[config.mk]
export PLATFORM = sky130hd
export DESIGN_NAME = syncTimingGen
export DESIGN_NICKNAME = d
export VERILOG_FILES = /design/src/rtl/syncGenPkg.sv /design/src/rtl/syncCtrl.sv /design/src/rtl/syncDatapath.sv /design/src/rtl/syncTimingGen.sv
export SDC_FILE = /design/constraint.sdc
export NUM_CORES = 1
export LEC_CHECK = 0
export ABC_AREA = 0
export CAP_MARGIN = 20
export CORE_UTILIZATION = 30
export DETAILED_ROUTE_END_ITERATION = 16
export DONT_BUFFER_PORTS = 1
export GPL_ROUTABILITY_DRIVEN = 0
export SLEW_MARGIN = 5
export SYNTH_ARGS = -nofsm -noshare
export SYNTH_HDL_FRONTEND = slang
export SYNTH_SLANG_ARGS = --single-unit
[constraint.sdc]
create_clock -name clk -period 3.4 [get_ports clk]
set_clock_uncertainty 0.1 [all_clocks]
set_input_delay 0.51 -clock clk [delete_from_list [all_inputs] [get_ports clk]]
set_output_delay 0.51 -clock clk [all_outputs]
set_load 0.01 [all_outputs]
[src/rtl/syncGenPkg.sv]
package syncGenPkg;

  typedef enum logic [1:0] {
    STD_NTSC  = 2'd0,
    STD_PAL   = 2'd1,
    STD_PAL60 = 2'd2,
    STD_SPARE = 2'd3
  } videoStdE;

  // strobes passed from the control to the datapath
  typedef struct packed {
    logic run;   // raster running since reset release
    logic tick;  // advance the pixel counter this clock
  } syncStrobeS;

endpackage

[src/rtl/syncCtrl.sv]
module syncCtrl
  import syncGenPkg::*;
#(
  parameter int LINE_525    = 858,
  parameter int LINE_625    = 864,
  parameter int LINES_525   = 525,
  parameter int LINES_625   = 625,
  parameter int VSYNC_LINES = 3,
  localparam int MAX_PIX    = (LINE_625 > LINE_525) ? LINE_625 : LINE_525,
  localparam int MAX_LINES  = (LINES_625 > LINES_525) ? LINES_625 : LINES_525,
  localparam int PW         = $clog2(MAX_PIX + 1),
  localparam int LW         = $clog2(MAX_LINES + VSYNC_LINES + 1)
) (
  input  logic          clk,
  input  logic          rstN,
  input  logic          clkDirect,
  input  logic [1:0]    stdSel,
  input  logic          interlace,
  output syncStrobeS    strobe,
  output logic [PW-1:0] lineLen,
  output logic [PW-1:0] halfPix,
  output logic [LW-1:0] frameLines,
  output logic [LW-1:0] evenLine,
  output logic          ilace
);

  logic running;
  logic phase;
  logic is625;
  logic [LW-1:0] rasterLines;

  always_ff @(posedge clk or negedge rstN) begin
    if (!rstN) begin
      running <= 1'b0;
      phase   <= 1'b0;
    end else begin
      running <= 1'b1;
      if (running) phase <= ~phase;
    end
  end

  always_comb begin
    is625       = (videoStdE'(stdSel) == STD_PAL);
    lineLen     = is625 ? PW'(LINE_625) : PW'(LINE_525);
    halfPix     = lineLen >> 1;
    rasterLines = is625 ? LW'(LINES_625) : LW'(LINES_525);
    frameLines  = interlace ? rasterLines : ((rasterLines + 1'b1) >> 1);
    evenLine    = (rasterLines - 1'b1) >> 1;
    ilace       = interlace;
    strobe.run  = running;
    strobe.tick = running & (clkDirect | phase);
  end

endmodule

[src/rtl/syncDatapath.sv]
module syncDatapath
  import syncGenPkg::*;
#(
  parameter int PW          = 10,
  parameter int LW          = 10,
  parameter int HSYNC_W     = 64,
  parameter int VSYNC_LINES = 3
) (
  input  logic          clk,
  input  logic          rstN,
  input  syncStrobeS    strobe,
  input  logic [PW-1:0] lineLen,
  input  logic [PW-1:0] halfPix,
  input  logic [LW-1:0] frameLines,
  input  logic [LW-1:0] evenLine,
  input  logic          ilace,
  output logic          hsyncO,
  output logic          vsyncO,
  output logic [LW-1:0] lineCount,
  output logic          oddField
);

  localparam logic [PW-1:0] HSW = PW'(HSYNC_W);
  localparam logic [LW-1:0] VSL = LW'(VSYNC_LINES);

  logic [PW-1:0] pixCnt;
  logic [LW-1:0] lineCnt;
  logic [LW-1:0] evenEnd;
  logic lineEnd, frameEnd;
  logic hsActive, oddVs, evenVs, secondHalf;

  assign lineEnd  = (pixCnt >= lineLen - 1'b1);
  assign frameEnd = (lineCnt >= frameLines - 1'b1);

  always_ff @(posedge clk or negedge rstN) begin
    if (!rstN) begin
      pixCnt  <= '0;
      lineCnt <= '0;
    end else if (strobe.tick) begin
      if (lineEnd) begin
        pixCnt  <= '0;
        lineCnt <= frameEnd ? '0 : lineCnt + 1'b1;
      end else begin
        pixCnt <= pixCnt + 1'b1;
      end
    end
  end

  always_comb begin
    evenEnd    = evenLine + VSL;
    hsActive   = (pixCnt < HSW);
    oddVs      = (lineCnt < VSL);
    evenVs     = ilace &&
                 (((lineCnt == evenLine) && (pixCnt >= halfPix)) ||
                  ((lineCnt > evenLine) && (lineCnt < evenEnd)) ||
                  ((lineCnt == evenEnd) && (pixCnt < halfPix)));
    secondHalf = ilace &&
                 ((lineCnt > evenLine) ||
                  ((lineCnt == evenLine) && (pixCnt >= halfPix)));
    hsyncO     = ~(strobe.run & hsActive);
    vsyncO     = ~(strobe.run & (oddVs | evenVs));
    oddField   = ~secondHalf;
    lineCount  = lineCnt;
  end

endmodule

[src/rtl/syncTimingGen.sv]
module syncTimingGen
  import syncGenPkg::*;
#(
  parameter int LINE_525    = 858,
  parameter int LINE_625    = 864,
  parameter int LINES_525   = 525,
  parameter int LINES_625   = 625,
  parameter int HSYNC_W     = 64,
  parameter int VSYNC_LINES = 3,
  localparam int MAX_PIX    = (LINE_625 > LINE_525) ? LINE_625 : LINE_525,
  localparam int MAX_LINES  = (LINES_625 > LINES_525) ? LINES_625 : LINES_525,
  localparam int PW         = $clog2(MAX_PIX + 1),
  localparam int LW         = $clog2(MAX_LINES + VSYNC_LINES + 1)
) (
  input  logic          clk,
  input  logic          rstN,
  input  logic          masterSel,
  input  logic          clkDirect,
  input  logic [1:0]    stdSel,
  input  logic          interlace,
  output logic          hsyncO,
  output logic          vsyncO,
  output logic          syncOe,
  output logic [LW-1:0] lineCount,
  output logic          oddField
);

  syncStrobeS    strobe;
  logic [PW-1:0] lineLen, halfPix;
  logic [LW-1:0] frameLines, evenLine;
  logic          ilace;

  syncCtrl #(
    .LINE_525(LINE_525), .LINE_625(LINE_625),
    .LINES_525(LINES_525), .LINES_625(LINES_625),
    .VSYNC_LINES(VSYNC_LINES)
  ) uCtrl (
    .clk(clk), .rstN(rstN), .clkDirect(clkDirect), .stdSel(stdSel),
    .interlace(interlace), .strobe(strobe), .lineLen(lineLen),
    .halfPix(halfPix), .frameLines(frameLines), .evenLine(evenLine),
    .ilace(ilace)
  );

  syncDatapath #(
    .PW(PW), .LW(LW), .HSYNC_W(HSYNC_W), .VSYNC_LINES(VSYNC_LINES)
  ) uPath (
    .clk(clk), .rstN(rstN), .strobe(strobe), .lineLen(lineLen),
    .halfPix(halfPix), .frameLines(frameLines), .evenLine(evenLine),
    .ilace(ilace), .hsyncO(hsyncO), .vsyncO(vsyncO),
    .lineCount(lineCount), .oddField(oddField)
  );

  assign syncOe = masterSel;

endmodule

==> impl_metrics.py <==
metrics = {
    "routing": {
        "routed-via-count": 1454,
        "drt-pass1-iter-count": 4,
        "final_antenna_net_count": 0,
        "drt_first_iter_violations": 154,
        "avgRoutedWirePerCell_um": 14.6,
        "drc_errors": 0,
        "vias_per_cell": 5.33,
        "route.final.wire_length_um": 3980,
    },
    "yosys": {
        "synth_top_family_by_area": "simple AND/OR/NAND/NOR gates",
        "synth_fa_ha_area_share_pct": 13.6,
        "synth.top_cells.by_area": "sky130_fd_sc_hd__dfrtp_1 (32%), sky130_fd_sc_hd__ha_1 (14%), sky130_fd_sc_hd__o21ai_0 (4.3%)",
        "yosys.cell_count.top_type": "sky130_fd_sc_hd__dfrtp_1",
        "yosys.area.top_type": "sky130_fd_sc_hd__dfrtp_1",
        "flops_latches_synth": 22,
        "synth_async_sr_flop_share_pct": 100,
        "synth_warnings": 0,
        "synth_top_area_share_pct": 31.5,
        "synthXorXnorAreaFrac_pct": 2.51,
        "synthCells": 198,
        "yosys.cell_types.count": 49,
        "synth.yosys.seq_area_share_pct": 31.5,
        "netlist_top_cells_count": "sky130_fd_sc_hd__dfrtp_1 (22), sky130_fd_sc_hd__ha_1 (19), sky130_fd_sc_hd__nor2_1 (17), sky130_fd_sc_hd__nand2_1 (15), sky130_fd_sc_hd__o21ai_0 (15)",
        "synth_compound_gate_area_share_pct": 20.6,
        "postSynth.topFlopCell": "sky130_fd_sc_hd__dfrtp_1",
        "synth_edf_count": 0,
        "syn_area_per_cell_um2": 8.82,
        "synthSimpleGateAreaFrac_pct": 26.6,
        "synth_mux_area_share_pct": 0.645,
        "synth_area_um2": 1750,
    },
    "global_routing": {
        "grt_pass1_vias": 1413,
        "global_route_total_overflow": 0,
        "grt_antenna_before_repair": 0,
        "grt_pass1_wl_um": 6780,
        "grt.total_usage_pct": 13.9,
        "pin_count_of_the_biggest_net_entering_global_routing": 23,
    },
    "placement": {
        "placedInstanceArea_um2": 1810,
        "io_buffer_count": 0,
        "dp.final_hpwl_um": 2900,
    },
    "clocking": {
        "ctsLongestPathBuffers": 2,
        "cts.repair_timing.setup_buffer_count": 0,
        "cts.sinks": 22,
        "cts_made_buffers": 3,
        "cts.reportedPaths.clkPinSlew_ps": 80,
        "ctsHtreeMaxLevel": 1,
        "clk-insertion-delay-late_ps": 260,
        "post_cts.resized_instances": 0,
        "hold_buffers": 1,
        "cts.root.buffer_cell": "sky130_fd_sc_hd__clkbuf_8",
        "tritoncts": "yes",
    },
    "sta": {
        "timing.setup.tns_ps": 0,
        "timing.final.crit_share_pct": 91.8,
        "transition_time_of_the_tightest_slew_check_pin_ps": 776,
        "setup_viol_count_final": 0,
        "rsz0062_at_grt": "false",
        "maxClockFrequency_ghz": 0.320,
        "report.final.hold_viol_count": 0,
        "drv_slew": 0,
        "finalWorstPathRequiredPeriod_ps": 3120,
        "relSlewSlack_pct": 47.9,
    },
    "pwr": {
        "leakagePower_uw": 0.000866,
        "vdd.ir_drop.worst_uv": 149,
        "power_density_nw_per_um2": 374,
        "power.total_uw": 712,
    },
    "worst_setup_path": {
        "worst-endpoint-required_ps": 2790,
        "timing.setup.critical_path_class": "in2out",
        "critPathLaunchType": "primary input",
        "worstPathMaxFanout": 6,
        "critPathArrivalTime_ps": 2510,
        "endpoint_kind": "output pin",
    },
    "outcome": {
        "status": "finished, final reports clean",
    },
    "run": {
        "max_cap_violations": 0,
    },
    "cells_and_area": {
        "fin_nets": 228,
        "postLayoutCellArea_um2": 1910,
        "multi_input_comb_area_um2": 1120,
        "diodes": 0,
        "fill_cells": 577,
        "area.sequential_um2": 551,
        "final_layout_size_suffix_gt1_share_pct": 6.47,
        "area.growth.synth_to_final_pct": 9.10,
    },
    "floorplan": {
        "die_h_um": 78.3,
        "floorplan.core_area_um2": 5570,
        "floorplan.rows": 27,
        "i_o_pin_total": 21,
        "initial_core_util_pct": 31.3,
        "die_area_um2": 6130,
        "die_x_um": 78.3,
    },
    "min_path": {
        "min-delay-path-class": "reg2reg",
    },
}
==> critical path, cell delays in order <==
cell                      delay, ps
sky130_fd_sc_hd__nor2b_1        140
sky130_fd_sc_hd__inv_1          140
sky130_fd_sc_hd__ha_1           300
sky130_fd_sc_hd__nand4_1         90
sky130_fd_sc_hd__or4_1          440
sky130_fd_sc_hd__o311a_1        350
sky130_fd_sc_hd__nor4_1         340
sky130_fd_sc_hd__o21ai_1        200
==> cells in the final DEF, fill, tap and decap left out, types with 3 or more instances in the layout <==
cell | Yosys | routed
sky130_fd_sc_hd__dfrtp_1 | 22 | 22
sky130_fd_sc_hd__ha_1 | 19 | 19
sky130_fd_sc_hd__nor2_1 | 17 | 17
sky130_fd_sc_hd__nand2_1 | 15 | 15
sky130_fd_sc_hd__o21ai_0 | 15 | 15
sky130_fd_sc_hd__nor2b_1 | 8 | 8
sky130_fd_sc_hd__and3_1 | 8 | 8
sky130_fd_sc_hd__o31ai_1 | 8 | 8
sky130_fd_sc_hd__inv_1 | 7 | 7
sky130_fd_sc_hd__nand3_1 | 7 | 7
sky130_fd_sc_hd__a22o_1 | 7 | 7
sky130_fd_sc_hd__nand2b_1 | 6 | 6
sky130_fd_sc_hd__a21oi_1 | 5 | 5
sky130_fd_sc_hd__nor3_1 | 5 | 5
sky130_fd_sc_hd__nor4_1 | 4 | 4
sky130_fd_sc_hd__xnor2_1 | 4 | 4
sky130_fd_sc_hd__clkbuf_8 | 0 | 4
sky130_fd_sc_hd__buf_4 | 4 | 3
==> sequential cells by signal, summed over array words and instances, names as in the netlist <==
register / cells
uCtrl.phase: 1
uCtrl.running: 1
uPath.lineCount: 10
uPath.pixCnt: 10
==> cells by family (layout without fill, tap and decap cells) <==
logic type	Yosys count	in the layout
and+or+nand+nor	83	83
AOI/OAI and AO/OA	53	53
DFF	22	22
adders and majority gates	19	19
buffers and inverters	14	16
xor gates and xnor gates	5	5
other	1	2
muxes	1	1
==> power breakdown <==
part / total [µW] / switching [µW] / internal [µW]
sequential: 348 / 51.7 / 296
clock: 192 / 88.6 / 103
combinational: 172 / 95.8 / 76.6
total: 712 / 236 / 476
==> metal layers <==
| layer | track usage, % | up-vias | part of all wire (%) |
|---|---|---|---|
| met4 | 5.56 | 0 | 1.4 |
| met5 | 0 | - | 0 |
| li1 | - | 744 | - |
| met1 | 19.3 | 685 | 52 |
| met2 | 21.8 | 21 | 45 |
| met3 | 1.86 | 4 | 2.5 |
==> path summary, 6_finish.rpt <==
kind	slack, ps	cells past startpoint	end	startpoint
min in group asynchronous	520	1	uCtrl.phase	rstN
max reg2reg	920	7	uPath.lineCount[0]	uPath.lineCount[5]
max	280	8	vsyncO	stdSel[0]
max in group asynchronous	2250	2	uPath.pixCnt[5]	rstN
min	400	1	uCtrl.phase	uCtrl.phase
min reg2reg	400	1	uCtrl.phase	uCtrl.phase
==> layout make-up <==
cell class	count	area share, %
Inverter	7	1.38
Multi-Input combinational cell	163	59.0
Clock buffer	4	2.89
Sequential cell	22	28.9
Tap cell	72	4.73
Timing Repair Buffer	5	3.15
==> metrics by stage <==
step	worst slack (ps)	std cells	hold WS [ps]	utilization (%)
after detailed placement	260	267	115	32.5
after CTS	253	272	399	33.7
after global placement	338	267	115	32.5
final	280	273	400	34.2
after global routing	51.6	273	419	34.2
after floorplan	292	199	114	-
(Power assumes the default switching activity.)
